==> src/rtl/cpo_pkg.sv <==
package cpo_pkg;

   // Which path a lane presents on its output this cycle
   typedef enum logic {
      LANE_PASS     = 1'b0,
      LANE_BUFFERED = 1'b1
   } lane_path_e;

endpackage

==> src/rtl/cpo_first_set.sv <==
// Lowest-index set bit finder, used for free-slot and age-match selection.
module cpo_first_set #(
   parameter int N     = 8,
   parameter int IDX_W = 3
) (
   input  logic [N-1:0]     req,
   output logic             found,
   output logic [IDX_W-1:0] idx
);

   initial assert (N >= 2 && (1 << IDX_W) >= N)
      else $fatal(1, "cpo_first_set: IDX_W too small for N");

   always_comb begin
      found = 1'b0;
      idx   = '0;
      for (int i = N - 1; i >= 0; i--) begin
         if (req[i]) begin
            found = 1'b1;
            idx   = IDX_W'(i);
         end
      end
   end

endmodule

==> src/rtl/cpo_lane.sv <==
// One coprocessor port: pass-through path plus an age-matched reorder store.
module cpo_lane
   import cpo_pkg::*;
#(
   parameter int AGE_W  = 4,
   parameter int DATA_W = 32,
   parameter int DEPTH  = 8
) (
   input  logic              clk,
   input  logic              rst_n,
   input  logic              order_en,
   input  logic              flush,
   input  logic [AGE_W-1:0]  restart_age,
   input  logic              wr_valid,
   input  logic [AGE_W-1:0]  wr_age,
   input  logic [DATA_W-1:0] wr_data,
   output logic              wr_ready,
   output logic              out_valid,
   input  logic              out_ready,
   output logic [AGE_W-1:0]  out_age,
   output logic [DATA_W-1:0] out_data
);

   localparam int IDX_W = (DEPTH > 1) ? $clog2(DEPTH) : 1;

   initial assert (DEPTH >= 2 && DEPTH < (1 << AGE_W))
      else $fatal(1, "cpo_lane: DEPTH must be at least 2 and below the age range");

   logic [DEPTH-1:0]  slot_vld;
   logic [AGE_W-1:0]  slot_age [DEPTH];
   logic [DATA_W-1:0] slot_dat [DEPTH];
   logic [AGE_W-1:0]  exp_age;
   logic [AGE_W-1:0]  age_after;

   logic [DEPTH-1:0]  match_vec;
   logic [DEPTH-1:0]  free_vec;
   logic              hit;
   logic              has_free;
   logic [IDX_W-1:0]  hit_idx;
   logic [IDX_W-1:0]  free_idx;
   lane_path_e        path;
   logic              rel_fire;
   logic              store_fire;

   // Per-slot compare against the next program-order age
   for (genvar s = 0; s < DEPTH; s++) begin : g_slot
      assign match_vec[s] = slot_vld[s] && (slot_age[s] == exp_age);
      assign free_vec[s]  = ~slot_vld[s];
   end

   cpo_first_set #(.N(DEPTH), .IDX_W(IDX_W)) u_match (
      .req   (match_vec),
      .found (hit),
      .idx   (hit_idx)
   );

   cpo_first_set #(.N(DEPTH), .IDX_W(IDX_W)) u_free (
      .req   (free_vec),
      .found (has_free),
      .idx   (free_idx)
   );

   // A non-empty store keeps the lane on the buffered path until drained
   assign path = (order_en || (|slot_vld)) ? LANE_BUFFERED : LANE_PASS;

   always_comb begin
      case (path)
         LANE_PASS: begin
            out_valid = wr_valid && !flush;
            out_age   = wr_age;
            out_data  = wr_data;
            wr_ready  = out_ready && !flush;
         end
         default: begin
            out_valid = hit && !flush;
            out_age   = slot_age[hit_idx];
            out_data  = slot_dat[hit_idx];
            wr_ready  = !flush && order_en && has_free;
         end
      endcase
   end

   assign rel_fire   = (path == LANE_BUFFERED) && out_valid && out_ready;
   assign store_fire = (path == LANE_BUFFERED) && wr_valid && wr_ready;
   assign age_after  = out_age + 1'b1;

   always_ff @(posedge clk or negedge rst_n) begin
      if (!rst_n) begin
         slot_vld <= '0;
         exp_age  <= '0;
      end else if (flush) begin
         slot_vld <= '0;
         exp_age  <= restart_age;
      end else begin
         if (rel_fire) begin
            slot_vld[hit_idx] <= 1'b0;
            exp_age           <= age_after;
         end
         if (store_fire) begin
            slot_vld[free_idx] <= 1'b1;
         end
      end
   end

   always_ff @(posedge clk) begin
      if (store_fire) begin
         slot_age[free_idx] <= wr_age;
         slot_dat[free_idx] <= wr_data;
      end
   end

   // every ordered release moves the expected age one step past it
   a_r3_age_advance : assert property (@(posedge clk) disable iff (!rst_n)
      rel_fire |=> (exp_age == $past(age_after)));

   // flush empties the store and reloads the expected age
   a_r6_flush_reload : assert property (@(posedge clk) disable iff (!rst_n)
      flush |=> ((slot_vld == '0) && (exp_age == $past(restart_age))));

   // a store never happens into a full lane
   a_r5_no_overflow : assert property (@(posedge clk) disable iff (!rst_n)
      store_fire |-> !(&slot_vld));

   // with ordering off but entries left, new input is held back
   a_r7_drain_first : assert property (@(posedge clk) disable iff (!rst_n)
      (!order_en && (|slot_vld)) |-> !wr_ready);

   // a presented stored transfer is held until taken
   a_r8_hold_stable : assert property (@(posedge clk) disable iff (!rst_n)
      ((path == LANE_BUFFERED) && out_valid && !out_ready) |=>
         (flush || (out_valid && $stable(out_age) && $stable(out_data))));

endmodule

==> src/rtl/copro_feed_order.sv <==
// Top: routes core transfers to NUM_CP coprocessor lanes.
module copro_feed_order #(
   parameter int NUM_CP = 2,
   parameter int AGE_W  = 4,
   parameter int DATA_W = 32,
   parameter int DEPTH  = 8,
   parameter int SEL_W  = (NUM_CP > 1) ? $clog2(NUM_CP) : 1
) (
   input  logic                     clk,
   input  logic                     rst_n,
   input  logic [NUM_CP-1:0]        order_en,
   input  logic                     flush,
   input  logic [NUM_CP*AGE_W-1:0]  restart_age,
   input  logic                     in_valid,
   output logic                     in_ready,
   input  logic [SEL_W-1:0]         in_dest,
   input  logic [AGE_W-1:0]         in_age,
   input  logic [DATA_W-1:0]        in_data,
   output logic [NUM_CP-1:0]        cp_valid,
   input  logic [NUM_CP-1:0]        cp_ready,
   output logic [NUM_CP*AGE_W-1:0]  cp_age,
   output logic [NUM_CP*DATA_W-1:0] cp_data
);

   initial assert (NUM_CP >= 2 && (1 << SEL_W) >= NUM_CP && AGE_W >= 2 && DATA_W >= 1)
      else $fatal(1, "copro_feed_order: parameter set out of range");

   logic [NUM_CP-1:0] lane_wr_valid;
   logic [NUM_CP-1:0] lane_wr_ready;
   logic [NUM_CP-1:0] lane_take;

   for (genvar k = 0; k < NUM_CP; k++) begin : g_lane
      assign lane_wr_valid[k] = in_valid && (in_dest == SEL_W'(k));
      assign lane_take[k]     = lane_wr_valid[k] && lane_wr_ready[k];

      cpo_lane #(
         .AGE_W  (AGE_W),
         .DATA_W (DATA_W),
         .DEPTH  (DEPTH)
      ) u_lane (
         .clk         (clk),
         .rst_n       (rst_n),
         .order_en    (order_en[k]),
         .flush       (flush),
         .restart_age (restart_age[k*AGE_W +: AGE_W]),
         .wr_valid    (lane_wr_valid[k]),
         .wr_age      (in_age),
         .wr_data     (in_data),
         .wr_ready    (lane_wr_ready[k]),
         .out_valid   (cp_valid[k]),
         .out_ready   (cp_ready[k]),
         .out_age     (cp_age[k*AGE_W +: AGE_W]),
         .out_data    (cp_data[k*DATA_W +: DATA_W])
      );
   end

   always_comb begin
      in_ready = 1'b0;
      for (int k = 0; k < NUM_CP; k++) begin
         if (in_dest == SEL_W'(k)) in_ready = lane_wr_ready[k];
      end
   end

   // a transfer is taken by at most one lane
   a_r1_single_lane : assert property (@(posedge clk) disable iff (!rst_n)
      $onehot0(lane_take));

   // an accepted transfer was taken by the addressed lane
   a_r1_route_take : assert property (@(posedge clk) disable iff (!rst_n)
      (in_valid && in_ready) |-> ($countones(lane_take) == 1));

   // nothing moves in a flush cycle
   a_r6_flush_quiet : assert property (@(posedge clk) disable iff (!rst_n)
      flush |-> (!in_ready && (cp_valid == '0)));

endmodule

==> config.mk <==
export PLATFORM = sky130hd
export DESIGN_NAME = copro_feed_order
export DESIGN_NICKNAME = d
export VERILOG_FILES = /design/src/rtl/cpo_pkg.sv /design/src/rtl/cpo_first_set.sv /design/src/rtl/cpo_lane.sv /design/src/rtl/copro_feed_order.sv
export SDC_FILE = /design/constraint.sdc
export NUM_CORES = 1
export LEC_CHECK = 0
export ABC_AREA = 0
export ABC_CLOCK_PERIOD_IN_PS = 14450
export BUFFER_PORTS_ARGS = -buffer_cell sky130_fd_sc_hd__buf_2
export CAP_MARGIN = 20
export CORE_ASPECT_RATIO = 0.9
export CORE_MARGIN = 5
export CORE_UTILIZATION = 48
export DETAILED_ROUTE_END_ITERATION = 8
export GPL_TIMING_DRIVEN = 1
export PLACE_DENSITY_LB_ADDON = 0.15
export SETUP_SLACK_MARGIN = 0.1
export SYNTH_ARGS = -nofsm -noshare
export SYNTH_HDL_FRONTEND = slang
export SYNTH_SLANG_ARGS = --single-unit
==> constraint.sdc <==
create_clock -name clk -period 14.45 [get_ports clk]
set_clock_uncertainty 0.15 [all_clocks]
set_input_delay 0.7225 -clock clk [delete_from_list [all_inputs] [get_ports clk]]
set_output_delay 0.7225 -clock clk [all_outputs]
set_load 0.02 [all_outputs]
Word-level counts from Yosys, hierarchy flattened
Memory sizes are Yosys's and may differ from the RTL's.
Cells that the tools add are included.
{"block": "classes", "addsub": 2, "shift": 0, "n_bitwise": 7, "mul": 0, "n_div": 0, "n_lt_le_gt_ge": 8, "eq_ne": 16, "n_mux": 99, "reduce_logical": 47}
{"cell": "2-to-1 mux 3 bit", "n": 32}
{"cell": "equality test 4 bit", "n": 16}
{"cell": "2-to-1 mux 32 bit", "n": 2}
{"cell": "2-to-1 mux 8 bit", "n": 8}
{"cell": "2-to-1 mux 1 bit", "n": 47}
{"cell": "logical AND 1 bit", "n": 40}
{"cell": "2-to-1 mux 4 bit", "n": 6}
{"cell": "AND 8 bit", "n": 2}
{"cell": "less-than comparator 3 x 4 -> 1 bit (second input constant)", "n": 4}
{"cell": "NOT 8 bit", "n": 2}
{"cell": "OR 8 bit", "n": 2}
{"cell": "OR reduction 8 bit", "n": 2}
{"cell": "demux 1 bit (select 3 bit)", "n": 4}
{"cell": "greater-or-equal comparator 3 x 1 -> 1 bit (second input constant)", "n": 4}
{"cell": "adder 4 x 1 -> 4 bit (second input constant)", "n": 2}
{"cell": "nonzero test 2 bit", "n": 2}
{"cell": "logical OR 1 bit", "n": 2}
{"cell": "logical NOT 1 bit", "n": 1}
{"cell": "NOT 1 bit", "n": 1}
{"block": "totals", "wordCells": 187, "latch_bits": 0, "memories": 4, "in_bits": 53, "reg_bits": 24, "ramBits": 576, "output_inout_bits": 75, "romBits": 0}
{"memory": "g_lane[0].u_lane.slot_dat", "depth": 8, "width": 32, "rd": 1, "rd_ports_with_merged_regs": 0, "write_ports": 1, "line": "cpo_lane.sv:31", "text": "logic [DATA_W-1:0] slot_dat [DEPTH];"}
{"memory": "g_lane[1].u_lane.slot_dat", "depth": 8, "width": 32, "rd": 1, "rd_ports_with_merged_regs": 0, "write_ports": 1, "line": "cpo_lane.sv:31"}
{"memory": "g_lane[0].u_lane.slot_age", "depth": 8, "width": 4, "rd": 9, "rd_ports_with_merged_regs": 0, "write_ports": 1, "line": "cpo_lane.sv:30", "text": "logic [AGE_W-1:0] slot_age [DEPTH];"}
{"memory": "g_lane[1].u_lane.slot_age", "depth": 8, "width": 4, "rd": 9, "rd_ports_with_merged_regs": 0, "write_ports": 1, "line": "cpo_lane.sv:30"}

Depth between registers and ports, before layout
Gate-level depths: netlist of the first run.
{"block": "depth", "depth_word": 21, "ltp_mapped": 14, "mapped_depth_nobuf": 12}

By module
Synthesis of the first run repeated with hierarchy kept, for this count alone.
{"block": "unflattened", "cells_unflattened": 1445, "hier_area_um2": 23786.6}
{"module": "cpo_lane", "area_each_um2": 11717.5, "cells_per_inst": 695, "n_inst": 2, "seq_area_each_um2": 8948.6}
{"module": "cpo_first_set", "area_each_um2": 80.1, "cells_per_inst": 13, "n_inst": 4, "seq_area_each_um2": 0.0}
{"module": "copro_feed_order", "area_each_um2": 31.3, "cells_per_inst": 3, "n_inst": 1, "seq_area_each_um2": 0.0}

Least setup slack after synthesis of the first run
No wires, ideal clock.
{"block": "synth_path", "kind": "input to register", "start": "input port order_en[1]", "end": "memory g_lane[1].u_lane.slot_age[3][0], enable pin", "t_arrival_ps": 4397, "path_slack_ps": 9419, "setup_time_ps": 484, "cell_stages": 6, "cell_sequence": "nor2_1 and4_1 clkbuf_1 nor4_1 nand3_1 nor3b_1"}
{"block": "synth_via", "elab_chain_len": 6, "word_cells_on_any_way": 9, "classes_between": "mux (4); reduce/logical (5)"}
{"item": "start, declared", "line": "copro_feed_order.sv:11", "text": "input logic [NUM_CP-1:0] order_en,"}
{"item": "logical OR 1 bit / logical AND 1 bit (equally long branches)", "line": "cpo_lane.sv:64, cpo_lane.sv:78"}
{"item": "2-to-1 mux 1 bit / logical AND 1 bit (equally long branches)", "line": "cpo_lane.sv:64, cpo_lane.sv:78"}
{"item": "2-to-1 mux 1 bit / logical AND 1 bit (equally long branches)", "line": "cpo_lane.sv:67, cpo_lane.sv:84"}
{"item": "logical AND 1 bit *", "line": "cpo_lane.sv:84", "text": "assign store_fire = (path == LANE_BUFFERED) && wr_valid && wr_ready;"}
{"item": "2-to-1 mux 1 bit *", "line": "cpo_lane.sv:106", "text": "if (store_fire) begin"}
{"item": "2-to-1 mux 1 bit (not written as such) *", "line": "cpo_lane.sv:107", "text": "slot_age[free_idx] <= wr_age;"}
{"item": "end, declared", "line": "cpo_lane.sv:30"}
Every way passes the cells marked *; elsewhere a longest branch is shown, timed or not.

Worst setup path in the final report of the first run
{"block": "layout_path", "start": "register g_lane[0].u_lane.exp_age[0]", "end": "output port cp_data[7]"}
{"block": "layout_via", "elab_chain_len": 12, "word_cells_on_any_way": 26, "classes_between": "eq/ne (8); mux (9); reduce/logical (8); memory (1)"}
{"item": "start, declared", "line": "cpo_lane.sv:32", "text": "logic [AGE_W-1:0] exp_age;"}
{"item": "start signal, assigned", "line": "cpo_lane.sv:93", "text": "exp_age <= restart_age;"}
{"item": "start signal, assigned", "line": "cpo_lane.sv:97", "text": "exp_age <= age_after;"}
{"item": "equality test 4 bit", "line": "cpo_lane.sv:47", "text": "assign match_vec[s] = slot_vld[s] && (slot_age[s] == exp_age);"}
{"item": "logical AND 1 bit", "line": "cpo_lane.sv:47"}
{"item": "2-to-1 mux 3 bit (7 in a row)", "line": "cpo_first_set.sv:18", "text": "if (req[i]) begin"}
{"item": "2-to-1 mux 3 bit *", "line": "cpo_first_set.sv:18"}
{"item": "memory (8 x 32 bit) *"}
{"item": "2-to-1 mux 32 bit *", "line": "cpo_lane.sv:67", "text": "case (path)"}
{"item": "end, declared", "line": "copro_feed_order.sv:22", "text": "output logic [NUM_CP*DATA_W-1:0] cp_data"}
Marked as above.

==> out/qor.txt, run 1 <==
fmax = 167 MHz
Max FO, Critical Path = 40
RSZ-0062 raised after global routing = false
gr usage total = 22.5%
worst setup margin = 8.45 ns
post-CTS setup buffer count = 0
clock sink count = 600
Diodes inserted = 0
CTS buffer count = 58
Hold Path Origin = restart_age[2]
EDFF count, synth = 576
violation count after the first detailed-route iteration = 1,742
Yosys warning count = 0
Remaining DRCs = 0
global-route wire length before repair = 94,600 µm
Final Hold Vio Count = 0
Root Driver = clkbuf_16
predominant post-synthesis flop cell = edfxtp_1
Cell Area, Synth = 24,200 µm²
die height = 223 µm
Die ar. = 55,100 µm²
router iterations before antenna repair = 9
Final #Nets = 1,862
Yosys cell types = 75
post-synthesis net count = 1,756
layout cells sized above 1 = 15.2%
CP Launch Type = flip-flop
outcome = complete, no violations
# fillers = 4,154
Post-DP HPWL = 33,900 µm
Routed Antenna Nets = 0
CP Cell Sequence = xor2_1 > nor3_1 > and3_1 > nor4_1 > and2_2 > buf_4 > a222oi_1 > nand3_1 > o21ai_0 > o21ai_1 > buf_2
Adder-Cell Fraction of Synth Area = 0.103%
largest net degree at the start of global routing = 72
hold_ws = 0.212 ns
Worst EP required = 13.58 ns
H-tree Lvls = 2
Worst Hold End = g_lane[0].u_lane.exp_age[2]$_DFFE_PN0P_
maximum VDD drop = 0.0000836 V
Reg-to-Reg End = g_lane[1].u_lane.exp_age[2]$_DFFE_PN0P_
Synth Area per Inst = 14.3 µm²
Ports = 128
final setup fails = 0
Max Cap Viol = 0
# port buffers = 127
post-place setup slack = 9.15 ns
Vias/cell = 6.02
Worst Hold Class = in -> reg
P per Cell Area = 127 nW/µm²
total grt overflow = 0
XOR/XNOR Fraction of Synth Area = 2.42%
Core Box Area = 50,200 µm²
async set-reset flop share out of synthesis = 4.00%
Critical R2R Launch = g_lane[1].u_lane.exp_age[1]$_DFFE_PN0P_
Cells after Synth = 1,701
clock buffer depth = 3
CTS clk-pin slew, worst paths = 0.07 ns
TNS Setup = 0 ns
synth-to-layout area growth = 12.8%
Post-Synth Simple-Gate Area = 9.97%
Avg WL per Cell = 25.0 µm
final worst path period share = 41.5%
Slew Viols, Final = 0
Worst Max-Slew Pin Slew = 1.15 ns
CP endpoint kind = primary output
antenna violations before repair = 0
static leakage = 9.11 nW
Hold Path Cell Cnt = 3
CP max stage cell = nor4_1
drt total wl = 63,400 µm
max incr delay on CP = 0.92 ns
Clock Latency Late Sink = 0.61 ns
number of global-route vias before repair = 15,100
main combinational cell family by area after synthesis = compound AO/OA/AOI/OAI gates
die width = 247 µm
Setup CP Type = reg -> out
Slew headroom = 23.1%
Worst Reg2Reg Path Length in Cells = 11
Seq/Total Area, Yosys = 73.8%
fin crit period = 6.00 ns
multiplexer share of the synthesized area = 0.299%
placer congestion estimate = 0.952
starting density of the core = 48.3%
r2r setup slk = 9.90 ns
Arrival @ worst endpoint = 5.13 ns
via count = 15,300
CTS tree = built
Compound-Gate Fraction of Synth Area = 10.9%
Seq cells post-synth = 600
Core Rows = 78
## sequential cells by signal (all words and copies together) (netlist names)
signal and cells:
g_lane.u_lane.slot_dat 512, g_lane.u_lane.slot_age 64, g_lane.u_lane.exp_age 8, g_lane.u_lane.slot_vld 16
## how the worst max path moves through the flow
stage,slack [ns],startpoint,depth (start not counted),end
after global placement,9.08,g_lane[0].u_lane.exp_age[0]$_DFFE_PN0P_,11,cp_data[19]
after global routing,8.36,g_lane[0].u_lane.exp_age[0]$_DFFE_PN0P_,11,cp_data[7]
after floorplan,9.42,order_en[1],6,g_lane[1].u_lane.slot_age[3][0]$_DFFE_PP_
after detailed placement,9.15,g_lane[0].u_lane.exp_age[0]$_DFFE_PN0P_,11,cp_data[7]
after CTS,8.46,g_lane[0].u_lane.exp_age[0]$_DFFE_PN0P_,11,cp_data[7]
final,8.45,g_lane[0].u_lane.exp_age[0]$_DFFE_PN0P_,11,cp_data[7]
## where the power goes
group          total (mW)  switching (mW)  internal (mW)
registers            1.92          0.0101           1.91
logic               0.138          0.0987         0.0396
clock network        1.42           0.633          0.788
total                3.48           0.742           2.74
## repair_timing
item	in CTS	in global routing
endpoints found under the setup margin	0	0
hold endpoints to repair	24	0
hold buffers	1	0
gates resized for setup	0	0
## cells in the mapped netlist, drive strengths merged (4+ instances only)
| master | number | share of area (%) |
|---|---|---|
| a222oi | 131 | 5.4 |
| a31oi | 4 | 0.10 |
| a221o | 6 | 0.25 |
| xor2 | 42 | 1.5 |
| o22ai | 4 | 0.10 |
| nand2 | 250 | 3.9 |
| and4 | 4 | 0.14 |
| nand4 | 5 | 0.13 |
| o311ai | 4 | 0.22 |
| a21oi | 59 | 1.2 |
| nor3 | 24 | 0.54 |
| o21ai | 87 | 1.8 |
| nor4 | 7 | 0.29 |
| dfrtp | 24 | 2.5 |
| and2 | 7 | 0.18 |
| and3 | 5 | 0.15 |
| nor3b | 4 | 0.12 |
| a22oi | 4 | 0.12 |
| nand3 | 118 | 2.4 |
| a211oi | 5 | 0.18 |
| mux2i | 5 | 0.21 |
| a221oi | 6 | 0.24 |
| nor2 | 103 | 1.6 |
| or2 | 5 | 0.13 |
| xnor2 | 25 | 0.90 |
| inv | 25 | 0.39 |
| clkbuf | 68 | 1.1 |
| edfxtp | 576 | 71 |
| nand2b | 5 | 0.13 |
| buf | 43 | 1.0 |
## through the flow
step	area [µm²]	std cells	total power, mW	util, %
after floorplan	24200	1701	2.03	-
after global routing	27400	2536	3.59	54.5
after global placement	25500	2425	2.09	50.9
after detailed placement	25500	2425	2.10	50.9
after CTS	27300	2535	3.51	54.5
final	27400	2536	3.48	54.5
## routing by layer
layer | global-route usage (%) | vias up | wire, µm
met4 | 5.99 | 0 | 1420
met3 | 4.26 | 97 | 4690
met5 | 0 | - | 0
met1 | 31.5 | 7695 | 26900
li1 | - | 6882 | -
met2 | 36.6 | 589 | 30300
## critical path: cells and delay by family (launching register included)
family	cells	cell delay [ns]
flops	1	0.66
simple gates	5	2.17
compound gates	3	0.54
buf+inv	2	0.81
xor+xnor	1	0.29
## cell type report
cell class,count,area [µm²],share of cell area (%)
Multi-Input combinational cell,965,5860,21.4
Inverter,25,93.8,0.343
Clock buffer,75,1540,5.62
Sequential cell,600,17900,65.4
Tap cell,680,851,3.11
Clock inverter,34,238,0.869
Timing Repair Buffer,157,876,3.20
## layout by cell type (no fill, tap or decap), drive strengths merged, types with 6 or more instances in the layout
master,n
edfxtp,576
nand2,250
a221oi,6
nor4,7
clkinv,25
nor2,103
dfrtp,24
clkbuf,75
nor3,24
inv,28
and2,7
o21ai,87
nand3,118
a222oi,131
a21oi,59
xnor2,25
a221o,6
xor2,42
buf,156
## cell families (layout without fill, tap and decap cells)
family,Yosys count,after routing
buffers and inverters,136,291
XOR/XNOR,67,67
adder cells (fa/ha/maj),2,2
AO/OA/AOI/OAI,345,345
AND/OR/NAND/NOR,544,544
multiplexers,7,7
flip-flops,600,600
(Power assumes the default switching activity.)
==> run 2, diff against run 1 <==
--- a/config.mk
+++ b/config.mk
@@ -5,8 +5,8 @@
 export SDC_FILE = /design/constraint.sdc
 export NUM_CORES = 1
 export LEC_CHECK = 0
-export ABC_AREA = 0
-export ABC_CLOCK_PERIOD_IN_PS = 14450
+export ABC_AREA = 1
+export ABC_CLOCK_PERIOD_IN_PS = 6200
 export BUFFER_PORTS_ARGS = -buffer_cell sky130_fd_sc_hd__buf_2
 export CAP_MARGIN = 20
 export CORE_ASPECT_RATIO = 0.9
==> constraint.sdc (replaced) <==
create_clock -name clk -period 6.2 [get_ports clk]
set_clock_uncertainty 0.15 [all_clocks]
set_input_delay 0.31 -clock clk [delete_from_list [all_inputs] [get_ports clk]]
set_output_delay 0.31 -clock clk [all_outputs]
set_load 0.02 [all_outputs]
==> run 2 against run 1 <==
  * Final area grew 5.8%
  * Clock power up 130%
  * Register-to-register slack got worse by 7.8 ns
  * Largest cell class unchanged
  * Critical path type unchanged
  * Wire length is 7.6% higher
  * Combinational power increased to 2.9 times the previous value
  * Global-route usage grew 0.64 points
==> out/qor.txt, run 2 <==
Max Cap Viol = 0 (unchanged)
Sw Pwr = 1.77 mW (+140%)
placer congestion estimate = 0.882 (-7.4%)
Slew Viols, Final = 0 (unchanged)
number of global-route vias before repair = 16,400 (+9.0%)
Reg-to-Reg End = g_lane[0].u_lane.slot_dat[3][13]$_DFFE_PP_
Hold Path Origin = in_data[8]
CP Launch Type = flip-flop
Worst Max-Slew Pin Slew = 1.10 ns (-0.0497 ns)
WL met3 = 4160 µm (-11%)
Cells after Synth = 2,036 (+20%)
Worst Hold End = g_lane[1].u_lane.slot_dat[0][8]$_DFFE_PP_
Combinational Power Share = 4.8% (+0.8 points)
Worst Hold Class = in -> reg
final instance area = 28,900 µm² (+5.8%)
outcome = complete, no violations
clock network fraction of design power = 40.2% (-0.6 points)
Post-DP HPWL = 41,600 µm (+23%)
most common cell after layout, fill and taps aside = edfxtp_1
Avg WL per Cell = 23.2 µm (-7.0%)
CTS clk-pin slew, worst paths = 0.06 ns (about the same)
M1 WL = 31,100 µm (+16%)
Worst Reg2Reg Path Length in Cells = 11 (unchanged)
via count = 16,700 (+9.6%)
final setup fails = 0 (unchanged)
cells resized by post-CTS repair = 0 (unchanged)
gr usage total = 23.2% (+0.64 points)
router iterations before antenna repair = 5 (-4)
clock sink count = 600 (unchanged)
violation count after the first detailed-route iteration = 1,586 (-9.0%)
Vias/cell = 5.70 (-5.3%)
RSZ-0062 raised after global routing = false
internal power = 6.39 mW (+130%)
Worst EP required = 5.74 ns (-7.84 ns)
CP endpoint kind = primary output
Slew headroom = 26.5% (+3.4 points)
Post-Place Cells = 2,792 (+15%)
commonest cells after routing, fill and taps aside = edfxtp_1 (576), nand2_1 (464), nand3_1 (146), inv_1 (132), buf_2 (127)
sequential share of power = 54.9% (-0.3 points)
biggest regs = g_lane.u_lane.slot_dat: 512 flops, g_lane.u_lane.slot_age: 64 flops, g_lane.u_lane.slot_vld: 16 flops
met2 WL post-DR = 31,900 µm (+5.0%)
Routed Antenna Nets = 0 (unchanged)
predominant post-synthesis flop cell = edfxtp_1
maximum VDD drop = 0.000209 V (+150%)
# port buffers = 127 (unchanged)
drt total wl = 68,200 µm (+7.6%)
fin crit period = 4.72 ns
Seq cells post-synth = 600 (unchanged)
layout cells sized above 1 = 14.7% (-0.45 points)
TNS Setup = 0 ns (unchanged)
Final #Nets = 2,251 (+21%)
Ports = 128 (unchanged)
P per Cell Area = 282 nW/µm² (+120%)
Critical R2R Launch = g_lane[0].u_lane.slot_vld[5]$_DFF_PN0_
largest cells by area after synthesis = edfxtp_1 (68%), nand2_1 (6.9%), a22o_1 (4.1%)
EDFF count, synth = 576 (unchanged)
Post-CTS Hold Buffers = 39 (+38)
die width = 252 µm (+2.2%)
static leakage = 10.6 nW (+16%)
top cells by count, synth = edfxtp_1 (576), nand2_1 (467), nand3_1 (146), inv_1 (134), a22o_1 (119)
Root Driver = clkbuf_16
total grt overflow = 0 (unchanged)
Synth top area share = 68.2% (-3.2 points)
fmax = 212 MHz
clock buffer depth = 3 (unchanged)
cell with the most instances after synthesis = edfxtp_1
Top Layer Used = met4
Remaining DRCs = 0 (unchanged)
Final Non-Filler Cells = 2,936 (+16%)
max reg flops = 512 (unchanged)
largest net degree at the start of global routing = 71 (-1.4%)
antenna violations before repair = 0 (unchanged)
Die ar. = 57,600 µm² (+4.5%)
Hold Path Cell Cnt = 1 (-2)
synth-to-layout area growth = 14.0%
Arrival @ worst endpoint = 4.26 ns (-0.87 ns)
post-synth top area cell = edfxtp_1
async set-reset flop share out of synthesis = 4.00% (unchanged)
Final Hold Vio Count = 0 (unchanged)
H-tree Lvls = 2 (unchanged)
post-CTS setup buffer count = 0 (unchanged)
final worst path period share = 76.2%
# fillers = 4,484 (+7.9%)
Seq/Total Area, Yosys = 70.5% (-3.3 points)
Core Box Area = 52,700 µm² (+5.0%)
Clock Latency Late Sink = 0.62 ns (about the same)
Setup CP Type = reg -> out
largest register by flop count = g_lane.u_lane.slot_dat
starting density of the core = 48.2% (-0.13 points)
die height = 228 µm (+2.2%)
Cell Area, Synth = 25,400 µm² (+4.7%)
CTS buffer count = 60 (+3.4%)
Yosys cell types = 45 (-40%)
Placed Area = 26,800 µm² (+5.0%)
r2r setup slk = 2.09 ns (-7.81 ns)
Core Rows = 80 (+2.6%)
global-route wire length before repair = 102,000 µm (+8.1%)
sw frac = 21.7% (+0.35 points)
post-synthesis net count = 2,091 (+19%)
CTS tree = built
Max FO, Critical Path = 36 (-10%)
Synth Area per Inst = 12.5 µm² (-13%)
Yosys warning count = 0 (unchanged)
## run 2: cell types whose count changed in the layout (fill, tap and decap cells not counted), sizes merged, moves of 42 or more
cell,change
a221oi,+48
a22o,+116
a21oi,+46
xor2,-42
inv,+125
a222oi,-131
nand2,+234
## run 2: worst max path at each step
stage / from / slack (ns) / depth (start not counted) / endpoint
6_report: g_lane[0].u_lane.exp_age[1]$_DFFE_PN0P_ / 1.48 / 16 / cp_data[3]
5_1_grt: g_lane[0].u_lane.exp_age[1]$_DFFE_PN0P_ / 1.25 / 16 / cp_data[3]
4_1_cts: g_lane[0].u_lane.exp_age[1]$_DFFE_PN0P_ / 1.42 / 16 / cp_data[3]
3_5_place_dp: g_lane[0].u_lane.slot_vld[5]$_DFF_PN0_ / 2.10 / 11 / g_lane[0].u_lane.slot_dat[3][13]$_DFFE_PP_
3_3_place_gp: g_lane[0].u_lane.slot_vld[5]$_DFF_PN0_ / 1.94 / 10 / g_lane[0].u_lane.slot_dat[1][4]$_DFFE_PP_
2_1_floorplan: g_lane[1].u_lane.slot_vld[6]$_DFF_PN0_ / 2.49 / 11 / g_lane[1].u_lane.slot_age[4][0]$_DFFE_PP_
## run 2: final cells by class
type | instances | area [µm²] | share of cell area (%)
well taps | 697 | 872 | 3.01
repair buffers | 198 | 1390 | 4.80
clock inverters | 29 | 153 | 0.527
flip-flops and latches | 600 | 17900 | 61.8
multi-input cells | 1182 | 6460 | 22.3
inverters | 154 | 589 | 2.04
diodes | 1 | 2.50 | 0.00865
clock buffers | 75 | 1580 | 5.46
## run 2: critical path: stages, from the launching register on
cell and delay, ns:
dfrtp_1 0.60, inv_2 0.23, nand2_1 0.12, nand2_1 0.05, nor2_1 0.12, nand3_2 0.22, nand2_4 0.18, nor2_8 0.09
nand2_4 0.13, inv_6 0.06, nor2_8 0.49, buf_4 0.57, a221oi_1 0.16, a21oi_1 0.19, o21ai_1 0.12, nand2_1 0.08
buf_2 0.16
## run 2: routing by layer
metal	global-route usage [%]	vias up
li1	-	7720
met1	35.1	8420
met2	36.5	521
met3	2.95	69
met4	4.58	0
met5	0	-
## run 2: power by group through the flow
stage	clock network (mW)	registers, mW	logic (mW)
2_1_floorplan	0	4.55	0.209
6_report	3.28	4.48	0.394
5_1_grt	3.51	4.48	0.427
4_1_cts	3.34	4.48	0.394
3_5_place_dp	0	4.57	0.374
3_3_place_gp	0	4.57	0.369
## run 2: cell families after synthesis
kind of cell	Yosys count	share of synthesized area (%)
flip-flops	600	70.5
buffers and inverters	254	4.59
adder cells (fa/ha/maj)	2	0.0986
AO/OA/AOI/OAI	384	10.8
AND/OR/NAND/NOR	787	13.7
XOR/XNOR	9	0.311
## run 2: stage by stage
step	worst slack, ns	util [%]	hold slack, ns	power (mW)
floorplan	2.49	-	-0.136	4.76
global placement	1.94	50.7	0.245	4.93
detailed placement	2.10	50.9	0.252	4.94
CTS	1.42	55.0	0.000381	8.21
global route	1.25	55.0	0.0210	8.42
finish	1.48	55.0	0.0224	8.15
